## config.mk

```make
export PLATFORM = sky130hd
export DESIGN_NAME = keyed_wdog
export DESIGN_NICKNAME = d
export VERILOG_FILES = /design/src/rtl/kwd_pkg.sv /design/src/rtl/kwd_unlock.sv /design/src/rtl/kwd_count.sv /design/src/rtl/kwd_stretch.sv /design/src/rtl/keyed_wdog.sv
export SDC_FILE = /design/constraint.sdc
export NUM_CORES = 1
export LEC_CHECK = 0
export ABC_AREA = 1
export BUFFER_PORTS_ARGS = -buffer_cell sky130_fd_sc_hd__buf_2
export CAP_MARGIN = 20
export CORE_UTILIZATION = 55
export CTS_BUF_LIST = sky130_fd_sc_hd__clkbuf_8
export CTS_CLUSTER_DIAMETER = 40
export DETAILED_ROUTE_END_ITERATION = 8
export PLACE_DENSITY = 0.8
export SYNTH_ARGS = -nofsm -noshare
export SYNTH_HDL_FRONTEND = slang
export SYNTH_SLANG_ARGS = --single-unit
```

## constraint.sdc

```tcl
create_clock -name clk -period 1.8 [get_ports clk]
set_input_delay 0.36 -clock clk [delete_from_list [all_inputs] [get_ports clk]]
set_output_delay 0.36 -clock clk [all_outputs]
set_load 0.05 [all_outputs]
```

## src/rtl/kwd_pkg.sv

```systemverilog
package kwd_pkg;

   localparam int ADDR_W = 3;

   typedef enum logic [ADDR_W-1:0] {
      RA_ARM   = 3'd0,
      RA_LIMIT = 3'd1,
      RA_COUNT = 3'd2,
      RA_FLAG  = 3'd3,
      RA_ZERO  = 3'd4,
      RA_KEY_A = 3'd5,
      RA_KEY_B = 3'd6,
      RA_SPARE = 3'd7
   } reg_addr_e;

   typedef enum logic [1:0] {
      UL_IDLE = 2'd0,
      UL_HALF = 2'd1,
      UL_OPEN = 2'd2
   } unlock_e;

   localparam logic [15:0] KEY_A_VAL = 16'hBABA;
   localparam logic [15:0] KEY_B_VAL = 16'hEB10;

   function automatic logic is_guarded(input logic [ADDR_W-1:0] a);
      return (a == RA_ARM) || (a == RA_LIMIT) || (a == RA_FLAG) || (a == RA_ZERO);
   endfunction

endpackage

```

## src/rtl/kwd_unlock.sv

```systemverilog
module kwd_unlock
   import kwd_pkg::*;
#(
   parameter int DATA_W = 32
) (
   input  logic              clk,
   input  logic              rst_n,
   input  logic              acc,
   input  logic              we,
   input  logic [ADDR_W-1:0] addr,
   input  logic [DATA_W-1:0] wdata,
   output logic              open
);

   localparam logic [DATA_W-1:0] KA = DATA_W'(KEY_A_VAL);
   localparam logic [DATA_W-1:0] KB = DATA_W'(KEY_B_VAL);

   unlock_e st_q, st_d;
   logic    first_ok, second_ok;

   always_comb begin
      first_ok  = we && (addr == RA_KEY_A) && (wdata == KA);
      second_ok = we && (addr == RA_KEY_B) && (wdata == KB);
      st_d      = st_q;
      if (acc) begin
         if (first_ok)
            st_d = UL_HALF;
         else if ((st_q == UL_HALF) && second_ok)
            st_d = UL_OPEN;
         else
            st_d = UL_IDLE;
      end
   end

   always_ff @(posedge clk or negedge rst_n) begin
      if (!rst_n)
         st_q <= UL_IDLE;
      else
         st_q <= st_d;
   end

   assign open = (st_q == UL_OPEN);

endmodule

```

## src/rtl/kwd_count.sv

```systemverilog
module kwd_count #(
   parameter int CNT_W = 16
) (
   input  logic             clk,
   input  logic             rst_n,
   input  logic             run,
   input  logic             tick,
   input  logic             clear,
   input  logic [CNT_W-1:0] limit,
   output logic [CNT_W-1:0] count,
   output logic             match
);

   logic [CNT_W-1:0] cnt_q;
   logic             step, at_top;

   always_comb begin
      step   = run && tick;
      at_top = (cnt_q == limit);
      match  = step && at_top && !clear;
   end

   always_ff @(posedge clk or negedge rst_n) begin
      if (!rst_n)
         cnt_q <= '0;
      else if (clear)
         cnt_q <= '0;
      else if (step)
         cnt_q <= at_top ? '0 : cnt_q + 1'b1;
   end

   assign count = cnt_q;

endmodule

```

## src/rtl/kwd_stretch.sv

```systemverilog
module kwd_stretch #(
   parameter int LEN = 4
) (
   input  logic clk,
   input  logic rst_n,
   input  logic fire,
   output logic pulse
);

   localparam int PW = (LEN < 2) ? 1 : $clog2(LEN + 1);

   generate
      if (LEN == 1) begin : g_single
         logic p_q;
         always_ff @(posedge clk or negedge rst_n) begin
            if (!rst_n)
               p_q <= 1'b0;
            else
               p_q <= fire;
         end
         assign pulse = p_q;
      end else begin : g_multi
         logic [PW-1:0] left_q;
         always_ff @(posedge clk or negedge rst_n) begin
            if (!rst_n)
               left_q <= '0;
            else if (fire)
               left_q <= PW'(LEN);
            else if (left_q != '0)
               left_q <= left_q - 1'b1;
         end
         assign pulse = (left_q != '0);
      end
   endgenerate

endmodule

```

## src/rtl/keyed_wdog.sv

```systemverilog
module keyed_wdog
   import kwd_pkg::*;
#(
   parameter int               DATA_W     = 32,
   parameter int               CNT_W      = 16,
   parameter int               RST_CYCLES = 4,
   parameter logic [CNT_W-1:0] LIMIT_RST  = '1
) (
   input  logic              clk,
   input  logic              rst_n,
   input  logic              bus_en,
   input  logic              bus_we,
   input  logic [ADDR_W-1:0] bus_addr,
   input  logic [DATA_W-1:0] bus_wdata,
   output logic [DATA_W-1:0] bus_rdata,
   input  logic              tick,
   output logic              wdog_rst
);

   if (DATA_W < 16) begin : g_bad_data_w
      $error("keyed_wdog: DATA_W must hold a 16-bit key");
   end
   if ((CNT_W < 1) || (CNT_W > DATA_W)) begin : g_bad_cnt_w
      $error("keyed_wdog: CNT_W must lie in 1..DATA_W");
   end
   if (RST_CYCLES < 1) begin : g_bad_len
      $error("keyed_wdog: RST_CYCLES must be at least 1");
   end

   logic             ul_open;
   logic             guarded_wr;
   logic             arm_wr, limit_wr, flag_wr, zero_wr;
   logic [1:0]       arm_q;
   logic [CNT_W-1:0] limit_q;
   logic             flag_q;
   logic [CNT_W-1:0] count_w;
   logic             match_w;
   logic             fire_w;

   kwd_unlock #(.DATA_W(DATA_W)) u_unlock (
      .clk   (clk),
      .rst_n (rst_n),
      .acc   (bus_en),
      .we    (bus_we),
      .addr  (bus_addr),
      .wdata (bus_wdata),
      .open  (ul_open)
   );

   always_comb begin
      guarded_wr = bus_en && bus_we && ul_open && is_guarded(bus_addr);
      arm_wr     = guarded_wr && (bus_addr == RA_ARM);
      limit_wr   = guarded_wr && (bus_addr == RA_LIMIT);
      flag_wr    = guarded_wr && (bus_addr == RA_FLAG);
      zero_wr    = guarded_wr && (bus_addr == RA_ZERO);
   end

   kwd_count #(.CNT_W(CNT_W)) u_count (
      .clk   (clk),
      .rst_n (rst_n),
      .run   (arm_q[0]),
      .tick  (tick),
      .clear (zero_wr),
      .limit (limit_q),
      .count (count_w),
      .match (match_w)
   );

   assign fire_w = match_w && arm_q[1];

   kwd_stretch #(.LEN(RST_CYCLES)) u_stretch (
      .clk   (clk),
      .rst_n (rst_n),
      .fire  (fire_w),
      .pulse (wdog_rst)
   );

   always_ff @(posedge clk or negedge rst_n) begin
      if (!rst_n) begin
         arm_q   <= '0;
         limit_q <= LIMIT_RST;
         flag_q  <= 1'b0;
      end else begin
         if (arm_wr)
            arm_q <= bus_wdata[1:0];
         if (limit_wr)
            limit_q <= bus_wdata[CNT_W-1:0];
         if (match_w)
            flag_q <= 1'b1;
         else if (flag_wr && (bus_wdata == '0))
            flag_q <= 1'b0;
      end
   end

   always_comb begin
      bus_rdata = '0;
      if (bus_en && !bus_we) begin
         unique case (reg_addr_e'(bus_addr))
            RA_ARM:   bus_rdata = DATA_W'(arm_q);
            RA_LIMIT: bus_rdata = DATA_W'(limit_q);
            RA_COUNT: bus_rdata = DATA_W'(count_w);
            RA_FLAG:  bus_rdata = DATA_W'(flag_q);
            RA_ZERO, RA_KEY_A, RA_KEY_B, RA_SPARE: bus_rdata = '0;
            default:  bus_rdata = '0;
         endcase
      end
   end

endmodule

```

==> Word-level counts from Yosys, hierarchy flattened <==
Index checks and enable logic that the tools add are counted.
{ "word_totals": {"inputBits": 40, "regBits": 40, "word_cells": 61} }
{ "op_classes": {"muxes": 11, "n_reduce_logical": 30, "n_addsub": 2, "n_eq_ne": 12} }
{ "ops": {"columns": ["cell", "n"], "rows": [
  ["32-bit case mux with 5 select lines", 1],
  ["32-bit by 16-bit == test with 1-bit output (second input constant)", 2],
  ["16-bit two-way mux", 3],
  ["32-bit logical NOT", 1],
  ["32-bit two-way mux", 1],
  ["1-bit logical AND", 18],
  ["16-bit by 1-bit adder with 16-bit output (second input constant)", 1],
  ["16-bit == test", 1],
  ["3-bit == test (second input constant)", 4],
  ["3-bit by 2-bit == test with 1-bit output (second input constant)", 2],
  ["3-bit two-way mux", 2],
  ["2-bit nonzero test", 3],
  ["2-bit two-way mux", 2],
  ["4-bit OR reduction", 1],
  ["3-bit by 1-bit == test with 1-bit output (second input constant)", 1],
  ["3-bit logical NOT", 1],
  ["1-bit logical OR", 3],
  ["3-bit nonzero test", 1],
  ["3-bit by 1-bit subtractor with 3-bit output (second input constant)", 1],
  ["2-bit by 1-bit == test with 1-bit output (second input constant)", 1],
  ["2-bit == test (second input constant)", 1],
  ["1-bit logical NOT", 2],
  ["1-bit two-way mux", 2]
]} }

==> Longest topological paths before layout <==
{ "logic_depth": {"word_depth": 10, "depth_mapped": 11} }

==> Hierarchy <==
From an unflattened synthesis, not the netlist that was laid out.
{ "unflattened": {"cells_unflattened": 525, "area_unflattened_um2": 3239.4} }
{ "modules_own_cells": {"columns": ["module", "cells_each", "area_each_um2", "n_inst"], "rows": [
  ["keyed_wdog", 204, 1405.1, 1],
  ["kwd_count", 218, 1302.5, 1],
  ["kwd_unlock", 81, 357.8, 1],
  ["kwd_stretch", 22, 173.9, 1]
]} }

==> Least setup slack after synthesis <==
Ideal clock, no wire load.
{ "synth_path": {"path_kind": "input-to-output", "start": "input bus_addr[2]", "end": "output bus_rdata[1]", "arrival_ns": 2.131, "setup_slack_ns": -0.691, "cell_stages": 4, "required_ns": 1.440, "cell_sequence": "buf_4 nor2_1 a21oi_1 a221oi_1"} }
{ "synth_via": {"elab_chain_len": 4, "word_cells_on_any_way": 11} }
{ "synth_rtl": {"columns": ["item", "line_no", "source"], "rows": [
  ["start, declared", "keyed_wdog.sv:13", "input logic [ADDR_W-1:0] bus_addr,"],
  ["3-bit == test", "keyed_wdog.sv:98", "unique case (reg_addr_e'(bus_addr))"],
  ["4-bit OR reduction", "keyed_wdog.sv:98", null],
  ["32-bit case mux with 5 select lines (*)", "keyed_wdog.sv:98", null],
  ["32-bit two-way mux (*)", "keyed_wdog.sv:97", "if (bus_en && !bus_we) begin"],
  ["end, declared", "keyed_wdog.sv:15", "output logic [DATA_W-1:0] bus_rdata,"]
]} }
Mark *: on every way between the ends. The rest lies on a longest branch, timed or not. The select of a mux whose other input is x is not followed.

==> Worst setup path in the final report <==
{ "layout_path": {"start": "input bus_addr[1]", "end": "output bus_rdata[9]"} }
Same word-level chain as after synthesis.

==> results.yml <==
outcome:
  status: "complete, but fails checks"
  violations: "DRC, setup timing"
synthesis:
  seq_area_frac_synth_pct: 34.2
  avgSynthCellArea_sq_um: 6.60
  synth_cells: 452
  yosysWarningCount: 0
  synth_top_area_share_pct: 20.1
  synth_top_area_cell: "dfrtp_1"
  synth-seq-cells: 40
  yosysUniqueCellTypes: 30
  synth_area_leaders: "dfrtp_1 (20%), nand2_1 (19%), dfstp_2 (14%)"
  netlist_area_sq_mm: 0.00298
final_layout:
  syn2layout_area_growth_pct: 30.7
  nets: 568
  fill_cells: 395
  antenna_cells: 0
  layout-drive-gt1-share_pct: 30.0
  fin_util_pct: 75.4
timing:
  min_period_ps: 1810
  max_clock_freq_mhz: 551
  fin_setup_tns_ps: -41.5
  finalMaxSlewViolations: 0
  rsz0062_at_grt: "yes"
  tightest_slew_ps: 502
  setup_slack_ps: -13.8
  fin_skew_ps: 4.04
  relSlewSlack_pct: 66.5
  setup_violations: 5
  post-route-period-util_pct: 101
  finalHoldViolations: 0
critical_path:
  worstPathArrival_ps: 1450
  worstSetupPathType: "primary input to output pin"
  reg2reg_from: "limit_q[8]$_DFFE_PN1P_"
  crit_required_ps: 1440
  path_max_fanout: 7
  r2r_cells: 9
  crit_start: "bus_addr[1]"
  reg2reg_slack_ps: 100
  critPathLaunchType: "primary input"
  cp-end-kind: "output pin"
floorplan:
  die_w_microns: 75.7
  start_util_pct: 57.7
  coreArea_sq_mm: 0.00517
  dieArea_sq_mm: 0.00572
  io_pins: 73
  rows: 26
  die_h_microns: 75.7
cts:
  clock-root-buffer: "clkbuf_8"
  path_clk_slew_ps: 80
  worst_skew_pair.late_latency_ps: 300
  ctsHtreeMaxLevel: 2
  cts_hold_buf: 0
  cts_tree: "built"
  cts_made_buffers: 5
  ctsLongestPathBuffers: 2
  clock-sinks: 40
hold_path:
  hp-class: "primary input to asynchronous set/reset pin"
detailed_routing:
  drt-pass1-iter-count: 9
  drt-total-wl_microns: 8820
  wl_per_cell_microns: 14.8
  vias: 3223
  drtAntennaViolNets: 0
  routed_via_density: 5.41
  drc_errors: 6
  drt-initial-drc-count: 306
power:
  ir_drop_uv: 311
  p_leak_uw: 0.00181
  power.density_mw_per_mm2: 516
  power.total_uw: 2010
placed_design:
  pre_cts_slack_ps: -73.6
  gp_congestion: 0.943
  post-dp-hpwl_microns: 6320
  place.port_buffers: 56
grt:
  antenna_found_initial: 0
  use_met2_pct: 54.4
  grt_max_degree: 25
  grt_pass1_vias: 2858
  grt_use_total_pct: 30.7
  grt_pass1_wl_microns: 13000
  grt_util_met1_pct: 36.6
  overflow: 0
  use_met3_pct: 5.42
  gr-max-usage-layer: "met2"
job:
  maxCapViolCount: 0
-- path summary, 6_finish.rpt --
check | end
setup / recovery | bus_rdata[9]
hold / removal | u_unlock.st_q[1]$_DFFE_PN0P_
setup reg to reg | u_stretch.g_multi.left_q[0]$_DFFE_PN0P_
hold reg to reg | limit_q[4]$_DFFE_PN1P_
max in group asynchronous | limit_q[1]$_DFFE_PN1P_
min in group clk | u_unlock.st_q[0]$_DFFE_PN0P_
-- layer usage --
layer / vias to the layer above / wire, microns
met4: 0 / 291
li1: 1529 / -
met2: 170 / 4430
met5: - / 0
met1: 1490 / 3440
met3: 34 / 656
-- cell usage after synthesis --
library cell and count:
o21bai_1 1, ha_1 3, a21oi_1 18, buf_6 1, buf_2 3, dfrtp_1 24
dfstp_2 16, nand4_1 15, inv_2 6, clkbuf_1 4, nand2_2 4, inv_1 60
o21ai_1 2, nor4_1 7, nand2_4 3, nand3_1 19, mux2i_1 1, nand3_2 2
buf_4 18, nor3_2 2, nor2_1 40, conb_1 1, o21ai_0 22, nor3_1 8
xor2_1 7, a221oi_1 1, nand2_1 152, nor2_2 5, nor2_4 6, a41oi_1 1
-- flip-flops by register name, summed over array words and instances (netlist names) --
signal                    flops
arm_q                         2
limit_q                      16
u_stretch.g_multi.left_q      3
u_count.count                16
u_unlock.st_q                 2
flag_q                        1
-- placed cells by master (no fill, tap or decap), drive strengths merged, types with 3 or more instances in the layout --
master / count
nor3: 10
xor2: 7
ha: 3
dfrtp: 24
nand2: 159
nand3: 21
buf: 76
clkbuf: 8
a21oi: 18
dfstp: 16
nor4: 7
o21ai: 24
inv: 66
nand4: 15
nor2: 51
conb: 16
-- kinds of logic after synthesis --
group	Yosys count	synth area share [%]
xor+xnor	7	2.05
fa+ha+maj	3	1.26
compound gates	45	7.88
buf+inv	92	14.2
simple gates	263	39.9
flops	40	34.2
other cells	1	0.126
mux	1	0.335
-- repair_timing --
item,4_1_cts,5_1_grt
gates cloned,0,1
pin swaps,0,11
endpoints found under the setup margin,12,16
buffers inserted,0,2
resized for setup,13,47
-- through the flow --
step / area [sq um] / instances / hold WS, ps
after floorplan: 3210 / 467 / 64.4
after global placement: 3560 / 585 / 356
after detailed placement: 3560 / 585 / 352
after CTS: 3720 / 593 / 32.7
after global routing: 3900 / 596 / 42.9
final: 3900 / 596 / 18.5
-- final cells by class --
class                           count  area (sq um)  share of cell area, %
Clock buffer                        7          96.3                   2.47
Clock inverter                      1          30.0                  0.770
Inverter                           66           250                   6.42
Multi-Input combinational cell    335          1810                   46.3
Sequential cell                    40          1020                   26.2
Tap cell                           70          87.6                   2.25
Timing Repair Buffer               77           609                   15.6
-- critical path: stages --
cell,delay [ps]
buf_4,140
inv_4,60
nand2_4,50
nor2_4,250
buf_12,160
nand2_1,80
a21oi_4,180
buf_8,160
-- power by group --
part	internal [uW]	switching [uW]	total, uW
sequential	900	0.000000000923	900
clock	490	329	819
combinational	89.0	205	294
No activity file was read; power rests on OpenSTA's default activity.
